<file path="src/rtl/esu_pkg.sv">
package esu_pkg;

  typedef enum logic [2:0] {
    MD_OFF     = 3'd0,
    MD_ANY     = 3'd1,
    MD_FALL    = 3'd2,
    MD_RISE    = 3'd3,
    MD_DIV4    = 3'd4,
    MD_DIV16   = 3'd5,
    MD_ARMED   = 3'd6,
    MD_IRQONLY = 3'd7
  } esu_mode_e;

  localparam logic [4:0] OFS_CTRL = 5'h00;
  localparam logic [4:0] OFS_CLR  = 5'h04;
  localparam logic [4:0] OFS_SET  = 5'h08;
  localparam logic [4:0] OFS_INV  = 5'h0C;
  localparam logic [4:0] OFS_BUF  = 5'h10;

  localparam int B_NE    = 3;
  localparam int B_OVF   = 4;
  localparam int B_RATE  = 5;
  localparam int B_TSEL  = 7;
  localparam int B_WIDE  = 8;
  localparam int B_FIRST = 9;
  localparam int B_IDLE  = 13;
  localparam int B_FRZ   = 14;
  localparam int B_ON    = 15;

  localparam logic [15:0] CTRL_WMASK = 16'hE3E7;

endpackage

</file>
<file path="src/rtl/esu_pin_sync.sv">
module esu_pin_sync #(
  parameter int STAGES = 2
) (
  input  logic clk,
  input  logic rst_n,
  input  logic pin,
  output logic rise,
  output logic fall
);
  // sh[STAGES-1] is the synchronised level; sh[STAGES] is its previous value.
  logic [STAGES:0] sh_q;
  logic [STAGES:0] sh_d;

  always_comb begin
    sh_d = {sh_q[STAGES-1:0], pin};
  end

  always_ff @(posedge clk or negedge rst_n) begin
    if (!rst_n) sh_q <= '0;
    else        sh_q <= sh_d;
  end

  assign rise =  sh_q[STAGES-1] & ~sh_q[STAGES];
  assign fall = ~sh_q[STAGES-1] &  sh_q[STAGES];
endmodule

</file>
<file path="src/rtl/esu_event_qual.sv">
module esu_event_qual import esu_pkg::*; #(
  parameter int PRE_W = 4
) (
  input  logic      clk,
  input  logic      rst_n,
  input  logic      en,
  input  logic      active,
  input  esu_mode_e mode,
  input  logic      first_rise,
  input  logic      rise,
  input  logic      fall,
  output logic      restart,
  output logic      cap_evt,
  output logic      pulse_evt
);
  localparam logic [PRE_W-1:0] DIV4_LAST  = PRE_W'(3);
  localparam logic [PRE_W-1:0] DIV16_LAST = PRE_W'(15);

  esu_mode_e        mode_seen_q;
  logic [PRE_W-1:0] pre_q, pre_d;
  logic             armed_q, armed_d;

  assign restart = !en || (mode != mode_seen_q);

  always_comb begin
    pre_d     = pre_q;
    armed_d   = armed_q;
    cap_evt   = 1'b0;
    pulse_evt = 1'b0;
    if (restart) begin
      pre_d   = '0;
      armed_d = 1'b0;
    end else if (active) begin
      case (mode)
        MD_ANY:   cap_evt = rise | fall;
        MD_FALL:  cap_evt = fall;
        MD_RISE:  cap_evt = rise;
        MD_DIV4: begin
          if (rise) begin
            if (pre_q == DIV4_LAST) begin
              cap_evt = 1'b1;
              pre_d   = '0;
            end else begin
              pre_d = pre_q + PRE_W'(1);
            end
          end
        end
        MD_DIV16: begin
          if (rise) begin
            if (pre_q == DIV16_LAST) begin
              cap_evt = 1'b1;
              pre_d   = '0;
            end else begin
              pre_d = pre_q + PRE_W'(1);
            end
          end
        end
        MD_ARMED: begin
          if (armed_q) begin
            cap_evt = rise | fall;
          end else if (first_rise ? rise : fall) begin
            cap_evt = 1'b1;
            armed_d = 1'b1;
          end
        end
        MD_IRQONLY: pulse_evt = rise;
        default: ;
      endcase
    end
  end

  always_ff @(posedge clk or negedge rst_n) begin
    if (!rst_n) begin
      mode_seen_q <= MD_OFF;
      pre_q       <= '0;
      armed_q     <= 1'b0;
    end else begin
      mode_seen_q <= mode;
      pre_q       <= pre_d;
      armed_q     <= armed_d;
    end
  end
endmodule

</file>
<file path="src/rtl/esu_irq_gen.sv">
module esu_irq_gen #(
  parameter int RATE_W = 2
) (
  input  logic              clk,
  input  logic              rst_n,
  input  logic              restart,
  input  logic              cap_evt,
  input  logic              pulse_evt,
  input  logic [RATE_W-1:0] rate,
  output logic              irq
);
  logic [RATE_W-1:0] cnt_q, cnt_d;
  logic              irq_q, irq_d;

  always_comb begin
    cnt_d = cnt_q;
    irq_d = pulse_evt;
    if (restart) begin
      cnt_d = '0;
    end else if (cap_evt) begin
      if (cnt_q == rate) begin
        irq_d = 1'b1;
        cnt_d = '0;
      end else begin
        cnt_d = cnt_q + RATE_W'(1);
      end
    end
  end

  always_ff @(posedge clk or negedge rst_n) begin
    if (!rst_n) begin
      cnt_q <= '0;
      irq_q <= 1'b0;
    end else begin
      cnt_q <= cnt_d;
      irq_q <= irq_d;
    end
  end

  assign irq = irq_q;
endmodule

</file>
<file path="src/rtl/esu_fifo.sv">
module esu_fifo #(
  parameter int W     = 32,
  parameter int DEPTH = 4,
  localparam int PTR_W = (DEPTH > 1) ? $clog2(DEPTH) : 1,
  localparam int CNT_W = $clog2(DEPTH + 1)
) (
  input  logic             clk,
  input  logic             rst_n,
  input  logic             flush,
  input  logic             push,
  input  logic [W-1:0]     din,
  input  logic             pop,
  output logic [W-1:0]     head,
  output logic             empty,
  output logic             full,
  output logic [CNT_W-1:0] fill
);
  localparam logic [CNT_W-1:0] FULL_CNT = CNT_W'(DEPTH);
  localparam logic [PTR_W-1:0] LAST_PTR = PTR_W'(DEPTH - 1);

  logic [W-1:0]     mem [DEPTH];
  logic [PTR_W-1:0] wr_q, wr_d, rd_q, rd_d;
  logic [CNT_W-1:0] fill_q, fill_d;
  logic             do_push, do_pop;

  assign do_push = push && (fill_q != FULL_CNT);
  assign do_pop  = pop  && (fill_q != '0);

  function automatic logic [PTR_W-1:0] bump(input logic [PTR_W-1:0] p);
    return (p == LAST_PTR) ? '0 : p + PTR_W'(1);
  endfunction

  always_comb begin
    wr_d   = wr_q;
    rd_d   = rd_q;
    fill_d = fill_q;
    if (flush) begin
      wr_d   = '0;
      rd_d   = '0;
      fill_d = '0;
    end else begin
      if (do_push) wr_d = bump(wr_q);
      if (do_pop)  rd_d = bump(rd_q);
      case ({do_push, do_pop})
        2'b10:   fill_d = fill_q + CNT_W'(1);
        2'b01:   fill_d = fill_q - CNT_W'(1);
        default: ;
      endcase
    end
  end

  always_ff @(posedge clk or negedge rst_n) begin
    if (!rst_n) begin
      wr_q   <= '0;
      rd_q   <= '0;
      fill_q <= '0;
    end else begin
      wr_q   <= wr_d;
      rd_q   <= rd_d;
      fill_q <= fill_d;
    end
  end

  always_ff @(posedge clk) begin
    if (do_push && !flush) mem[wr_q] <= din;
  end

  assign head  = mem[rd_q];
  assign empty = (fill_q == '0);
  assign full  = (fill_q == FULL_CNT);
  assign fill  = fill_q;
endmodule

</file>
<file path="src/rtl/edge_stamp_unit.sv">
module edge_stamp_unit import esu_pkg::*; #(
  parameter int TW     = 32,
  parameter int DEPTH  = 4,
  parameter int PRE_W  = 4,
  parameter int SYNC   = 2,
  parameter int RATE_W = 2
) (
  input  logic          clk,
  input  logic          rst_n,
  input  logic          bus_wr,
  input  logic          bus_rd,
  input  logic [4:0]    bus_addr,
  input  logic [15:0]   bus_wdata,
  output logic [TW-1:0] bus_rdata,
  input  logic          pin_in,
  input  logic [TW-1:0] tmr_a,
  input  logic [TW-1:0] tmr_b,
  input  logic          idle_req,
  input  logic          dbg_halt,
  output logic          irq
);
  localparam int CNT_W = $clog2(DEPTH + 1);

  // Reset: asserted asynchronously, released through two flops.
  logic [1:0] rst_sh_q;
  logic       rst_ni;
  always_ff @(posedge clk or negedge rst_n) begin
    if (!rst_n) rst_sh_q <= 2'b00;
    else        rst_sh_q <= {rst_sh_q[0], 1'b1};
  end
  assign rst_ni = rst_sh_q[1];

  // Control word with write, clear, set and invert aliases.
  logic [15:0] ctrl_q, ctrl_d, wbits;
  assign wbits = bus_wdata & CTRL_WMASK;

  always_comb begin
    ctrl_d = ctrl_q;
    if (bus_wr) begin
      case (bus_addr)
        OFS_CTRL: ctrl_d = wbits;
        OFS_CLR:  ctrl_d = ctrl_q & ~wbits;
        OFS_SET:  ctrl_d = ctrl_q | wbits;
        OFS_INV:  ctrl_d = ctrl_q ^ wbits;
        default:  ;
      endcase
    end
  end

  always_ff @(posedge clk or negedge rst_ni) begin
    if (!rst_ni) ctrl_q <= '0;
    else         ctrl_q <= ctrl_d;
  end

  logic      on, active;
  esu_mode_e mode;
  assign on     = ctrl_q[B_ON];
  assign mode   = esu_mode_e'(ctrl_q[2:0]);
  assign active = on && !(ctrl_q[B_IDLE] && idle_req) && !(ctrl_q[B_FRZ] && dbg_halt);

  // Pin path
  logic rise, fall;
  esu_pin_sync #(.STAGES(SYNC)) u_sync (
    .clk  (clk),
    .rst_n(rst_ni),
    .pin  (pin_in),
    .rise (rise),
    .fall (fall)
  );

  logic restart, cap_evt, pulse_evt;
  esu_event_qual #(.PRE_W(PRE_W)) u_qual (
    .clk       (clk),
    .rst_n     (rst_ni),
    .en        (on),
    .active    (active),
    .mode      (mode),
    .first_rise(ctrl_q[B_FIRST]),
    .rise      (rise),
    .fall      (fall),
    .restart   (restart),
    .cap_evt   (cap_evt),
    .pulse_evt (pulse_evt)
  );

  esu_irq_gen #(.RATE_W(RATE_W)) u_irq (
    .clk      (clk),
    .rst_n    (rst_ni),
    .restart  (restart),
    .cap_evt  (cap_evt),
    .pulse_evt(pulse_evt),
    .rate     (ctrl_q[B_RATE +: RATE_W]),
    .irq      (irq)
  );

  // Timestamp selection
  logic [TW-1:0] tsel, stamp;
  assign tsel  = ctrl_q[B_TSEL] ? tmr_b : tmr_a;
  assign stamp = ctrl_q[B_WIDE] ? tsel : {{(TW-16){1'b0}}, tsel[15:0]};

  // Queue and overflow
  logic             f_empty, f_full, f_pop;
  logic [TW-1:0]    f_head;
  logic [CNT_W-1:0] fill_cnt;
  logic             ovf_q, ovf_d;

  assign f_pop = bus_rd && (bus_addr == OFS_BUF);

  esu_fifo #(.W(TW), .DEPTH(DEPTH)) u_fifo (
    .clk  (clk),
    .rst_n(rst_ni),
    .flush(!on),
    .push (cap_evt),
    .din  (stamp),
    .pop  (f_pop),
    .head (f_head),
    .empty(f_empty),
    .full (f_full),
    .fill (fill_cnt)
  );

  always_comb begin
    ovf_d = ovf_q;
    if (!on)                  ovf_d = 1'b0;
    else if (cap_evt && f_full) ovf_d = 1'b1;
  end

  always_ff @(posedge clk or negedge rst_ni) begin
    if (!rst_ni) ovf_q <= 1'b0;
    else         ovf_q <= ovf_d;
  end

  // Read mux
  logic [15:0] ctrl_view;
  always_comb begin
    ctrl_view        = ctrl_q;
    ctrl_view[B_NE]  = !f_empty;
    ctrl_view[B_OVF] = ovf_q;
  end

  always_comb begin
    case (bus_addr)
      OFS_CTRL, OFS_CLR, OFS_SET, OFS_INV: bus_rdata = {{(TW-16){1'b0}}, ctrl_view};
      OFS_BUF:  bus_rdata = f_empty ? '0 : f_head;
      default:  bus_rdata = '0;
    endcase
  end
endmodule

</file>
<file path="config.mk">
export PLATFORM = sky130hd
export DESIGN_NAME = edge_stamp_unit
export DESIGN_NICKNAME = d
export VERILOG_FILES = /design/src/rtl/esu_pkg.sv /design/src/rtl/esu_pin_sync.sv /design/src/rtl/esu_event_qual.sv /design/src/rtl/esu_irq_gen.sv /design/src/rtl/esu_fifo.sv /design/src/rtl/edge_stamp_unit.sv
export SDC_FILE = /design/constraint.sdc
export NUM_CORES = 1
export LEC_CHECK = 0
export BUFFER_PORTS_ARGS = -buffer_cell sky130_fd_sc_hd__buf_2
export CAP_MARGIN = 20
export CORE_ASPECT_RATIO = 0.75
export CORE_MARGIN = 5
export CORE_UTILIZATION = 55
export CTS_CLUSTER_SIZE = 24
export DETAILED_ROUTE_END_ITERATION = 8
export PLACE_DENSITY_LB_ADDON = 0.2
export SLEW_MARGIN = 20
export SYNTH_ARGS = -nofsm -noshare
export SYNTH_HDL_FRONTEND = slang
export SYNTH_SLANG_ARGS = --single-unit
</file>
<file path="constraint.sdc">
create_clock -name clk -period 2.3 [get_ports clk]
set_input_delay 0.345 -clock clk [delete_from_list [all_inputs] [get_ports clk]]
set_output_delay 0.345 -clock clk [all_outputs]
set_load 0.05 [all_outputs]
</file>
==> run summary, run 1 <==
The post-synth design cell area is between 7000 and 8000 µm². The final worst slack came out at -0.105 ns. Leaving out fill and tap cells, the most frequent cells in the layout are sky130_fd_sc_hd__edfxtp_1, sky130_fd_sc_hd__buf_2, sky130_fd_sc_hd__buf_4, sky130_fd_sc_hd__mux4_2, sky130_fd_sc_hd__inv_1. Measured against the total synthesized area, the mux share comes to about 15%. After synthesis, the largest family of logic cells by area is multiplexers. Summed over all failing endpoints, the final setup total negative slack is -1.82 ns. The first detailed-routing pass took 4 iterations.

The via count of the first global-routing pass is roughly 5300. The number of top-level pins came out at approximately 130. The clock latency on the worst-skew pair is roughly 0.43 ns. Summing the areas of all and, or, nand and nor instances in the mapped netlist gives ~8.3% of the synthesized area. The detailed router finished its first iteration with 399 violations.

The number of port buffers came out at roughly 120. The count of final hold-check violations was 0. The detail route stage leaves a number of antenna-violating nets equal to 0. The clock passes through at most 2 buffers. The worst setup path is launched from a flip-flop.

The slew at the pin with the worst max-slew slack came out at a little over 0.9 ns. The worst slew margin relative to its limit is 39.4%. The number of violations of the max-capacitance limit is 0. Of all nets on the critical path, the largest fanout is 7. IR analysis of the VDD net gives a maximum drop of between 0.5 and 0.6 mV. The highest attainable clock frequency came out at around 0.42 GHz. The register clock-pin slew on the reported worst setup and hold paths came out at around 0.060 ns. The maximum number of pins on one net before global-route repair came out at 33. The number of buffers created by CTS came out at 17. The core region is roughly 14000 µm².

Across the routed clock network, the largest skew measured is 0.0110 ns. The post-synthesis sequential area ratio came out at between 60% and 70%. The proportion of layout cells with a drive suffix above 1 came out at a little over two fifths.

The TritonCTS clock tree is yes. The number of antenna violations at the first check in global routing is 0. Routability-driven placement finished with a final weighted congestion of 0.821. The startpoint identified for the worst register-to-register timing path is u_sync.sh_q[1]$_DFF_PN0_. The worst setup path category is flip-flop to output port. The effective utilization at floorplan came out at between 50% and 60%. Clock tree synthesis found a total of 163 sinks. Data on the critical path is required at its endpoint by just under 2 ns. The post-synthesis adder-cell area fraction is 5.27%.

The setup check on the worst reg-to-reg path leaves a slack of -0.02 ns. The overall die area is around 17000 µm². The run finished, with violations left. The total detailed-routing wirelength came out at approximately 18 mm. The detailed placer's ending HPWL came out at around 12 mm.

The layout-stage area growth over the synthesis result came out at 27.5%. STA classifies the critical path endpoint as an output port. Following the worst setup path forward leads to its endpoint at bus_rdata[13].

The most critical setup path has its startpoint at u_fifo.rd_q[0]$_DFFE_PN0P_. 0 antenna diodes ended up in the layout. The number of placement rows is 37. After synthesis, the mean cell area works out to between 10 and 15 µm². Setup repair after global routing could not meet its margin everywhere. The arrival time at the worst endpoint came out at just over 2 ns. The post-route DRC violation count is 0. The register bit count reported by yosys is 163. The worst path uses 105% of the clock period. The final critical-path required period is 2.40 ns.

The worst hold path class is primary input to flip-flop. The wire length of the first global-routing pass came out at ~27 mm. The final layout net count came out at a little over 800. The number of nets in the synthesized netlist is 658. The worst register-to-register path ends at u_fifo.fill[2]$_DFFE_PN0P_. The floorplan die width came out at roughly 150 µm. The total via count in the routed design came out at roughly 5100.

The static power due to leakage is ~4.0 nW. The worst hold margin is approximately 0.026 ns. The depth of the most critical reg-to-reg path is 9. The number of library cell types mapped by synthesis is 48. Summing the areas of all xor and xnor instances in the mapped netlist gives less than 1% of the synthesized area. The number of max-slew violations in the final report came out at 0. The maximum level of the CTS H-tree is 4. In the final routed layout, each cell accounts on average for roughly 20 µm. Clock tree synthesis selected as its root buffer the cell sky130_fd_sc_hd__clkbuf_16. The checks that failed: setup timing. The gate count of the mapped netlist came out at between 500 and 600. The number of endpoints failing setup at the final stage came out at 30. The number of warnings reported in the yosys synthesis log came out at 0. The floorplan step set the die height to 113 µm. The post-detailed-route via-to-cell ratio is approximately 5.7.

Global routing finished with a remaining overflow of 0. In this run the power density over the cells is ~710 nW/µm². The global-route usage over all layers is 21.5%. The share of the synthesized area in compound gates (AO/OA/AOI/OAI) is under 10%. The most common cell after layout, fill and taps aside is sky130_fd_sc_hd__edfxtp_1.
cells in the mapped netlist (all sizes together):
cell type | instances | share of area (%)
xor2 | 2 | 0.23
a22o | 8 | 0.91
o2111ai | 1 | 0.11
buf | 12 | 0.78
and3b | 3 | 0.34
o2111a | 1 | 0.15
and3 | 5 | 0.40
nand3 | 6 | 0.39
nor3 | 7 | 0.45
and2 | 20 | 1.6
a211oi | 1 | 0.097
or4 | 1 | 0.097
nor3b | 1 | 0.16
nand4 | 2 | 0.24
nand2b | 4 | 0.32
nand2 | 33 | 1.8
a211o | 1 | 0.11
xnor2 | 4 | 0.45
o211ai | 1 | 0.097
mux4 | 33 | 9.6
or4b | 1 | 0.13
o221ai | 1 | 0.34
a21oi | 15 | 0.97
o21ai | 22 | 1.4
dfrtp | 35 | 11
mux2i | 26 | 3.4
a31oi | 1 | 0.081
nor2 | 35 | 1.7
o31ai | 1 | 0.097
ha | 31 | 5.0
inv | 33 | 1.6
a222oi | 6 | 0.78
a22oi | 8 | 0.78
nor4 | 1 | 0.081
mux2 | 17 | 2.5
edfxtp | 128 | 50
clkinv | 1 | 0.048
or3 | 4 | 0.32
clkbuf | 16 | 0.78
fa | 1 | 0.26
conb | 1 | 0.048
a2bb2oi | 1 | 0.11
nor2b | 3 | 0.24
worst max-delay path: stages (launching register included):
cell and delay [ns]:
sky130_fd_sc_hd__dfrtp_2 0.53, sky130_fd_sc_hd__buf_6 0.17, sky130_fd_sc_hd__mux4_2 0.52, sky130_fd_sc_hd__a22oi_2 0.16
sky130_fd_sc_hd__nor2_2 0.07, sky130_fd_sc_hd__buf_12 0.17
sequential cells by signal, indices dropped and copies added, names as in the netlist:
register and count:
u_fifo.mem 128, ctrl_q 11, u_qual.pre_q 4, u_fifo.fill 3, u_qual.mode_seen_q 3, u_sync.sh_q 3
rst_sh_q 2, u_fifo.rd_q 2, u_fifo.wr_q 2, u_irq.cnt_q 2, ovf_q 1, u_irq.irq 1
u_qual.armed_q 1
how the worst min path moves through the flow:
stage                 from                        to  slack [ns]  cells past startpoint
finish              pin_in  u_sync.sh_q[0]$_DFF_PN0_        0.03                      1
global route        pin_in  u_sync.sh_q[0]$_DFF_PN0_       0.008                      1
CTS                 pin_in  u_sync.sh_q[0]$_DFF_PN0_       0.002                      1
detailed placement   rst_n     rst_sh_q[1]$_DFF_PN0_        0.13                      1
global placement     rst_n     rst_sh_q[0]$_DFF_PN0_        0.13                      1
floorplan            rst_n     rst_sh_q[0]$_DFF_PN0_        0.05                      0
routing by layer:
layer,GRT usage (%),vias to the layer above,share of wire (%)
met5,0,-,0
met4,6.70,0,1.3
met3,4.68,19,6.1
met2,36.8,167,50
met1,28.0,2578,43
li1,-,2346,-
cell type report:
| type | instances | area (µm²) |
|---|---|---|
| clock buffer | 20 | 437 |
| multi-input combinational | 309 | 2900 |
| clock inverter | 12 | 97.6 |
| inverter | 34 | 128 |
| fill | 926 | 3890 |
| sequential | 163 | 4730 |
| tap | 175 | 219 |
| timing repair buffer | 178 | 1360 |
timing repair:
item	CTS	global route
endpoints found under the setup margin	33	164
pin swaps	1	11
hold endpoints to repair	2	0
resized for setup	50	37
cloned	0	1
setup buffers	6	9
hold buffers	1	0
report_power, final:
group | total (W) | internal, W | switching [W]
registers | 0.00344 | 0.00332 | 0.000118
logic | 0.000966 | 0.000438 | 0.000528
clock network | 0.00256 | 0.00140 | 0.00116
total | 0.00697 | 0.00516 | 0.00181
stage by stage:
stage	setup slack [ns]	utilization, %	area (µm²)	total power (W)	instances
floorplan	0.0192	-	7750	0.00405	534
global placement	0.0222	64.8	8910	0.00435	842
detailed placement	-0.109	64.8	8910	0.00441	842
CTS	-0.142	70.3	9660	0.00699	881
global route	-0.183	71.7	9860	0.00724	891
finish	-0.105	71.7	9860	0.00697	891
cells by family (layout without fill, tap and decap cells):
family / after synthesis / count (layout)
other: 1 / 1
xor gates and xnor gates: 6 / 6
DFF: 163 / 163
AOI/OAI and AO/OA: 68 / 68
muxes: 76 / 76
adders and majority gates: 32 / 32
and+or+nand+nor: 126 / 126
buffers and inverters: 62 / 244
Note: power is estimated with default switching activity, not from simulation.
==> run 2, diff against run 1 <==
Settings changed: CELL_PAD_IN_SITES_DETAIL_PLACEMENT from default to 1, CELL_PAD_IN_SITES_GLOBAL_PLACEMENT from default to 1, CORE_UTILIZATION 55 to 47, SKIP_CTS_REPAIR_TIMING from default to 1.
==> run summary, run 2 (synthesis gave the netlist of run 1 again) <==
The flow ran to the end, but the final reports show violations. The checks that failed: setup timing. The arrival time at the worst endpoint is around 2.1 ns. STA classifies the critical path endpoint as an output port. The summed area of non-filler cells in the final layout came out at 10000 µm². The register clock-pin slew on the reported worst setup and hold paths came out at approximately 0.07 ns. The launching instance or port of the critical path is u_fifo.rd_q[0]$_DFFE_PN0P_. The count of final hold-check violations is 0.

The worst IR drop on VDD came out at ~0.52 mV. The sequential share of power came out at 48.2%. TritonCTS built the clock tree. The relative contribution of combinational cells to total power came out at between 10 and 15%. The die covers 19100 µm². The core area is roughly 16000 µm².

The register with the most flip-flops in the layout has 128 of them. The net switching power is approximately 0.0019 W. The largest registers in the layout are u_fifo.mem: 128 flops, ctrl_q: 11 flops, u_qual.pre_q: 4 flops. The first global-routing pass estimated 31.1 mm of wire. The post-route DRC violation count came out at 0.

The proportion of layout cells with a drive suffix above 1 is ~42%. The worst hold margin is 0.0295 ns. The tightest min-delay check is of the primary input to flip-flop type.

The wire-length estimate of the detail-placed layout is between 10 and 15 mm. For this run, the detailed router's first-pass iteration total came to 6. After the last flow step, the layout net total stands at just over 800. The total grt overflow is 0. The worst hold path begins at pin_in.

The number of antenna violations at the first check in global routing was 0. The number of design-rule violations left by the first detailed-router iteration is between 300 and 400. The layout-stage area growth over the synthesis result came out at 29.4%. The number of placement rows came out at 40. The filler cells instantiated in the layout total around 1600. Setup violations remaining at the end of the flow were counted as 24. The effective utilization at floorplan came out at around 48%. The maximum number of pins on one net before global-route repair came out at 37. The highest attainable clock frequency came out at 0.412 GHz. The register with the most flip-flops in the final layout is u_fifo.mem. The maximum level of the CTS H-tree is 4. The number of sinks on the clock net came out at around 160. The global-route usage over all layers is a little over a fifth. The post-detailed-route via-to-cell ratio is approximately 5.7.

The required time reported for the critical path endpoint is 1.96 ns. Leaving out fill and tap cells, the most frequent cell in the layout is sky130_fd_sc_hd__edfxtp_1. The per-cell routed wire length came out at ~23 µm. STA classifies the critical path startpoint as a flip-flop. The final critical-path required period is 2.43 ns. Net switching is between 20% and 30% of the power. The analysis attributes to cell leakage a power of approximately 4 nW. The proportion of power drawn by the clock network is between 30 and 40%.

The count of nets left with antenna violations once routing finished came out at 0. The reg-to-reg critical path startpoint is u_sync.sh_q[2]$_DFF_PN0_. The number of max-slew violations in the final report was 0. The chip height is 121 µm. The deepest clock path buffer count came out at 2. The clock latency on the worst-skew pair is between 0.4 and 0.5 ns.

The total detailed-routing wirelength came out at around 22 mm. The via count of the first global-routing pass is 5504. The library cells used most frequently in the layout, excluding fill and tap cells, are sky130_fd_sc_hd__edfxtp_1, sky130_fd_sc_hd__buf_2, sky130_fd_sc_hd__buf_4, sky130_fd_sc_hd__inv_1, sky130_fd_sc_hd__mux4_2. Setup repair after global routing could not meet its margin everywhere.

The number of buffers created by CTS came out at 17. The cell sitting at the root of the clock tree is a sky130_fd_sc_hd__clkbuf_16. The antenna diode count is 0. The worst clock skew on the final layout came out at around 0.023 ns. Measured against its own limit, the worst slew margin works out to between 50% and 60%. The final worst slack came out at -0.126 ns. After layout, the worst path uses 105% of the clock period. The number of top-level pins came out at 125. The maximum fanout along the worst path came out at 12. After detailed placement, the total cell area comes to between 8000 and 9000 µm². The worst setup timing slack at the placement stage is -0.0401 ns. Dividing total power by cell area gives a power density of 712 nW/µm². Setup total negative slack on the finished layout was measured at -1.42 ns. In this run the horizontal extent of the chip is around 160 µm. The internal power came out at 0.00524 W. The number of violations of the max-capacitance limit came out at 0. Routability-driven placement finished with a final weighted congestion of between 0.8 and 0.9. The worst setup path category is flip-flop to output port.

Detailed routing inserted a total of between 5000 and 6000 vias. The number of port buffers came out at about 120. The slew at the pin with the worst max-slew slack came out at about 0.73 ns.
-- run 2: changes by cell type in the layout (fill, tap and decap cells not counted), sizes merged --
cell      previous run  this run
clkbuf              21        18
buf                176       178
clkinvlp             4         2
inv                 38        37
clkinv               4         9
bufinv               0         1
-- run 2: worst paths after layout --
check	endpoint	slack, ns	cells after the start
min	u_sync.sh_q[0]$_DFF_PN0_	0.03	1
max reg2reg	u_fifo.fill[1]$_DFFE_PN0P_	0.02	10
max in group asynchronous	u_fifo.rd_q[1]$_DFFE_PN0P_	1.64	1
min in group asynchronous	rst_sh_q[0]$_DFF_PN0_	0.23	2
max	bus_rdata[19]	-0.13	5
min reg2reg	u_qual.pre_q[0]$_DFFE_PN0P_	0.28	1
-- run 2: final cells by class --
class | count | area (µm²) | area share [%]
clock buffer | 17 | 425 | 4.25
clock inverter | 15 | 131 | 1.31
inverter | 34 | 128 | 1.27
multi-input combinational | 309 | 2900 | 29.0
sequential | 163 | 4730 | 47.3
tap | 210 | 263 | 2.63
timing repair buffer | 180 | 1430 | 14.3
-- run 2: routing by layer --
metal  vias up  global-route usage (%)  wire [µm]  share of wire (%)
met5         -                       0          0                  0
met2       161                    36.0      11100                 51
met3        33                    5.74       1090                5.0
li1       2343                       -          -                  -
met1      2738                    28.6       9020                 42
met4         0                    6.13        467                2.2
-- run 2: metrics by stage --
step | power (W) | utilization [%] | cells
detailed placement | 0.00443 | 55.7 | 876
finish | 0.00713 | 62.3 | 928
CTS | 0.00712 | 59.1 | 908
floorplan | 0.00405 | - | 534
global placement | 0.00436 | 55.7 | 876
global route | 0.00742 | 62.3 | 928
-- run 2: power groups by stage --
stage	combinational, W	sequential (W)	clock [W]
after global routing	0.00111	0.00344	0.00287
after detailed placement	0.000950	0.00348	0
after floorplan	0.000610	0.00343	0
after global placement	0.000882	0.00348	0
after CTS	0.000970	0.00343	0.00272
final	0.00102	0.00343	0.00268
-- run 2: critical path, stage by stage (launching register included) --
cell	delay [ns]
sky130_fd_sc_hd__dfrtp_2	0.44
sky130_fd_sc_hd__buf_12	0.18
sky130_fd_sc_hd__buf_4	0.12
sky130_fd_sc_hd__mux4_2	0.53
sky130_fd_sc_hd__and2_1	0.18
sky130_fd_sc_hd__buf_2	0.20
==> run 3, diff against run 2 <==
Settings changed: CORE_UTILIZATION 47 to 48, CTS_BUF_LIST from default to sky130_fd_sc_hd__clkbuf_2 sky130_fd_sc_hd__clkbuf_4 sky130_fd_sc_hd__clkbuf_8.
==> run summary, run 3 (synthesis gave the netlist of run 1 again) <==
Setup repair after global routing could not meet its margin everywhere. The routability congestion estimate is roughly 0.79. Hold timing on the final database bottoms out at a slack of a little over 0.2 ns.

For this configuration, the core starts out at a cell density of between 40% and 50%. The total detailed-routing wirelength is a little under 20 mm. The register clock-pin slew on the reported worst setup and hold paths is 0.09 ns.

Counting both buffers and inverters, the worst setup path holds a total of 2. The maximum fanout along the worst path came out at 13. TritonCTS built the clock tree. The core area came out at approximately 16000 µm². After floorplanning, the core was divided into 40 placement rows. The post-detailed-route via-to-cell ratio is about 5.5. The flow ran to the end, but the final reports show violations. The number of flip-flops under the largest register name came out at between 100 and 150. The analysis attributes to cell leakage a power of slightly below 4 nW. The highest attainable clock frequency came out at between 0.4 and 0.5 GHz.

Timing analysis after detailed placement gives a worst setup slack of -0.0193 ns. The maximum level of the CTS H-tree came out at 4. Summing over every cut layer, the via total after detailed routing is 5112. In the final layout, the registers with the most flip-flops are u_fifo.mem: 128 flops, ctrl_q: 11 flops, u_qual.pre_q: 4 flops. The most common cell after layout, fill and taps aside is sky130_fd_sc_hd__edfxtp_1.

The floorplan die width came out at around 160 µm. The proportion of power drawn by the clock network came out at between 30% and 40%. The final reports fail on setup timing. The antenna diode count is 0. The per-cell routed wire length came out at between 20 and 25 µm.

The post-route netlist has 41.8% of its cells at a drive strength greater than 1. The relative contribution of combinational cells to total power is between 10% and 20%. The layout-stage area growth over the synthesis result came out at 24.8%. The reg-to-reg critical path endpoint is u_fifo.fill[2]$_DFFE_PN0P_. The slew at the pin with the worst max-slew slack came out at 0.726 ns. The switching fraction of total power came out at a little over a quarter. The number of sinks on the clock net is between 150 and 200. The number of top-level pins came out at 125. The cell sitting at the root of the clock tree is a sky130_fd_sc_hd__clkbuf_8. The number of antenna violations at the first check in global routing is 1. The maximum number of pins on one net before global-route repair is 35. The critical path goes through buf_12 > mux4_2 > a22oi_1 > nor2_2 > buf_4. The critical path is of the flip-flop to output port type.

The final worst slack came out at -0.132 ns. The summed area of non-filler cells in the final layout is 9650 µm². The worst register-to-register path begins at u_sync.sh_q[1]$_DFF_PN0_. The smallest clock period supported by the final layout is computed as 2.43 ns. The overall die area came out at approximately 19000 µm².

The top cell types in the final layout, fill and taps aside, are sky130_fd_sc_hd__edfxtp_1, sky130_fd_sc_hd__buf_2, sky130_fd_sc_hd__buf_4, sky130_fd_sc_hd__inv_1, sky130_fd_sc_hd__mux4_2. From bottom edge to top edge, the die measures ~120 µm. The final layout net count came out at 824. On the critical path the largest part of the delay comes from multiplexers.

The deepest clock path buffer count is 2. The count of final hold-check violations is 0. The remaining antenna violation count is 0. In this run the worst hold path is classified as primary input to asynchronous set/reset pin.

Global routing finished with a remaining overflow of 0. The core utilization of the finished layout came out at between 60% and 70%. The share of the cycle needed by the critical path after routing is 106%. In this run the power density over the cells is about 660 nW/µm². The clock latency on the worst-skew pair came out at about 0.45 ns. The register with the most flip-flops in the final layout is u_fifo.mem.

The delay of the slowest cell on the worst path came out at 0.54 ns. The post-placement cell area came out at between 8000 and 9000 µm². Once placement completed, the tool counted placed cells totaling slightly below 900. The number of violations of the max-capacitance limit is 0. The global-route usage over all layers is ~21%. The depth of the most critical reg-to-reg path is 9. The number of search-and-repair iterations in the first detailed-routing pass came out at 4. STA classifies the critical path endpoint as an output port. The worst slew margin relative to its limit came out at about 50%. The worst register-to-register path has a setup slack of 0.06 ns. Summed over all nets, the switching power comes to approximately 0.0017 W. The sequential share of power is between 50% and 60%. The post-route DRC violation count is 0.

The via count of the first global-routing pass is approximately 5700. The worst clock skew on the final layout came out at around 0.010 ns. The internal power came out at 0.00462 W. For the worst setup path, the data required time is around 2.0 ns. The arrival time at the worst endpoint came out at roughly 2.1 ns. The number of standard cells in the final layout excluding fillers came out at around 900. Summed over all nets, the half-perimeter wirelength after detailed placement is ~14 mm. The number of port buffers is 119.

Clock tree synthesis inserted a total of 17 buffers. Among all stages on the critical path, the largest delay is contributed by sky130_fd_sc_hd__mux4_2. The first routing iteration left between 200 and 300 violations. STA classifies the critical path startpoint as a flip-flop.

Across the VDD grid, the largest voltage drop is ~0.33 mV. The number of max-slew violations in the final report is 0. Setup violations remaining at the end of the flow were counted as 30. The first global-routing pass estimated roughly 31 mm of wire.
[run 3: cell types whose count changed in the layout (fill, tap and decap cells not counted), moves of 2 or more]
| cell | change |
|---|---|
| sky130_fd_sc_hd__ha_1 | +2 |
| sky130_fd_sc_hd__nand2_1 | -2 |
| sky130_fd_sc_hd__buf_6 | -11 |
| sky130_fd_sc_hd__clkinvlp_4 | +2 |
| sky130_fd_sc_hd__clkbuf_8 | +17 |
| sky130_fd_sc_hd__a22oi_1 | +2 |
| sky130_fd_sc_hd__clkbuf_16 | -17 |
| sky130_fd_sc_hd__dfrtp_1 | +2 |
| sky130_fd_sc_hd__a22oi_2 | -2 |
| sky130_fd_sc_hd__buf_2 | +9 |
| sky130_fd_sc_hd__nand2_2 | +2 |
| sky130_fd_sc_hd__buf_12 | -3 |
[run 3: routing by layer]
| layer | wire length (µm) | track usage, % | vias to the layer above |
|---|---|---|---|
| li1 | - | - | 2328 |
| met1 | 8200 | 26.2 | 2627 |
| met2 | 10200 | 37.5 | 129 |
| met3 | 1060 | 5.73 | 26 |
| met4 | 326 | 6.07 | 2 |
| met5 | 7 | 0 | - |
[run 3: area by class of cell]
class                   instances  area, µm²
fillers                      1573       6260
clock inverters                14        129
multi-input cells             309       2880
inverters                      34        128
well taps                     210        263
clock buffers                  18        241
flip-flops and latches        163       4730
repair buffers                175       1290
[run 3: power groups by stage]
stage	Sequential [W]	Clock (W)	Combinational (W)
floorplan	0.00343	0	0.000610
global placement	0.00348	0	0.000884
detailed placement	0.00349	0	0.000958
CTS	0.00342	0.00201	0.000968
global route	0.00344	0.00215	0.00109
finish	0.00343	0.00196	0.000982
[run 3: how the worst max path moves through the flow]
stage                                          start                    endpoint  slack (ns)  cells after the start
after floorplan             u_sync.sh_q[1]$_DFF_PN0_  u_fifo.fill[2]$_DFFE_PN0P_        0.02                      9
after CTS                 u_fifo.rd_q[0]$_DFFE_PN0P_               bus_rdata[14]       -0.25                      5
after global routing      u_fifo.rd_q[0]$_DFFE_PN0P_                bus_rdata[8]       -0.22                      5
final                     u_fifo.rd_q[0]$_DFFE_PN0P_               bus_rdata[13]       -0.13                      5
after global placement      u_sync.sh_q[1]$_DFF_PN0_  u_fifo.fill[2]$_DFFE_PN0P_        0.04                      9
after detailed placement    u_sync.sh_q[1]$_DFF_PN0_  u_fifo.fill[2]$_DFFE_PN0P_       -0.02                      9
[run 3: metrics by stage]
stage                     setup TNS [ns]  power, W
after CTS                          -5.56   0.00640
after global routing               -4.58   0.00667
after floorplan                        0   0.00405
final                              -2.07   0.00637
after detailed placement         -0.0193   0.00444
after global placement                 0   0.00436
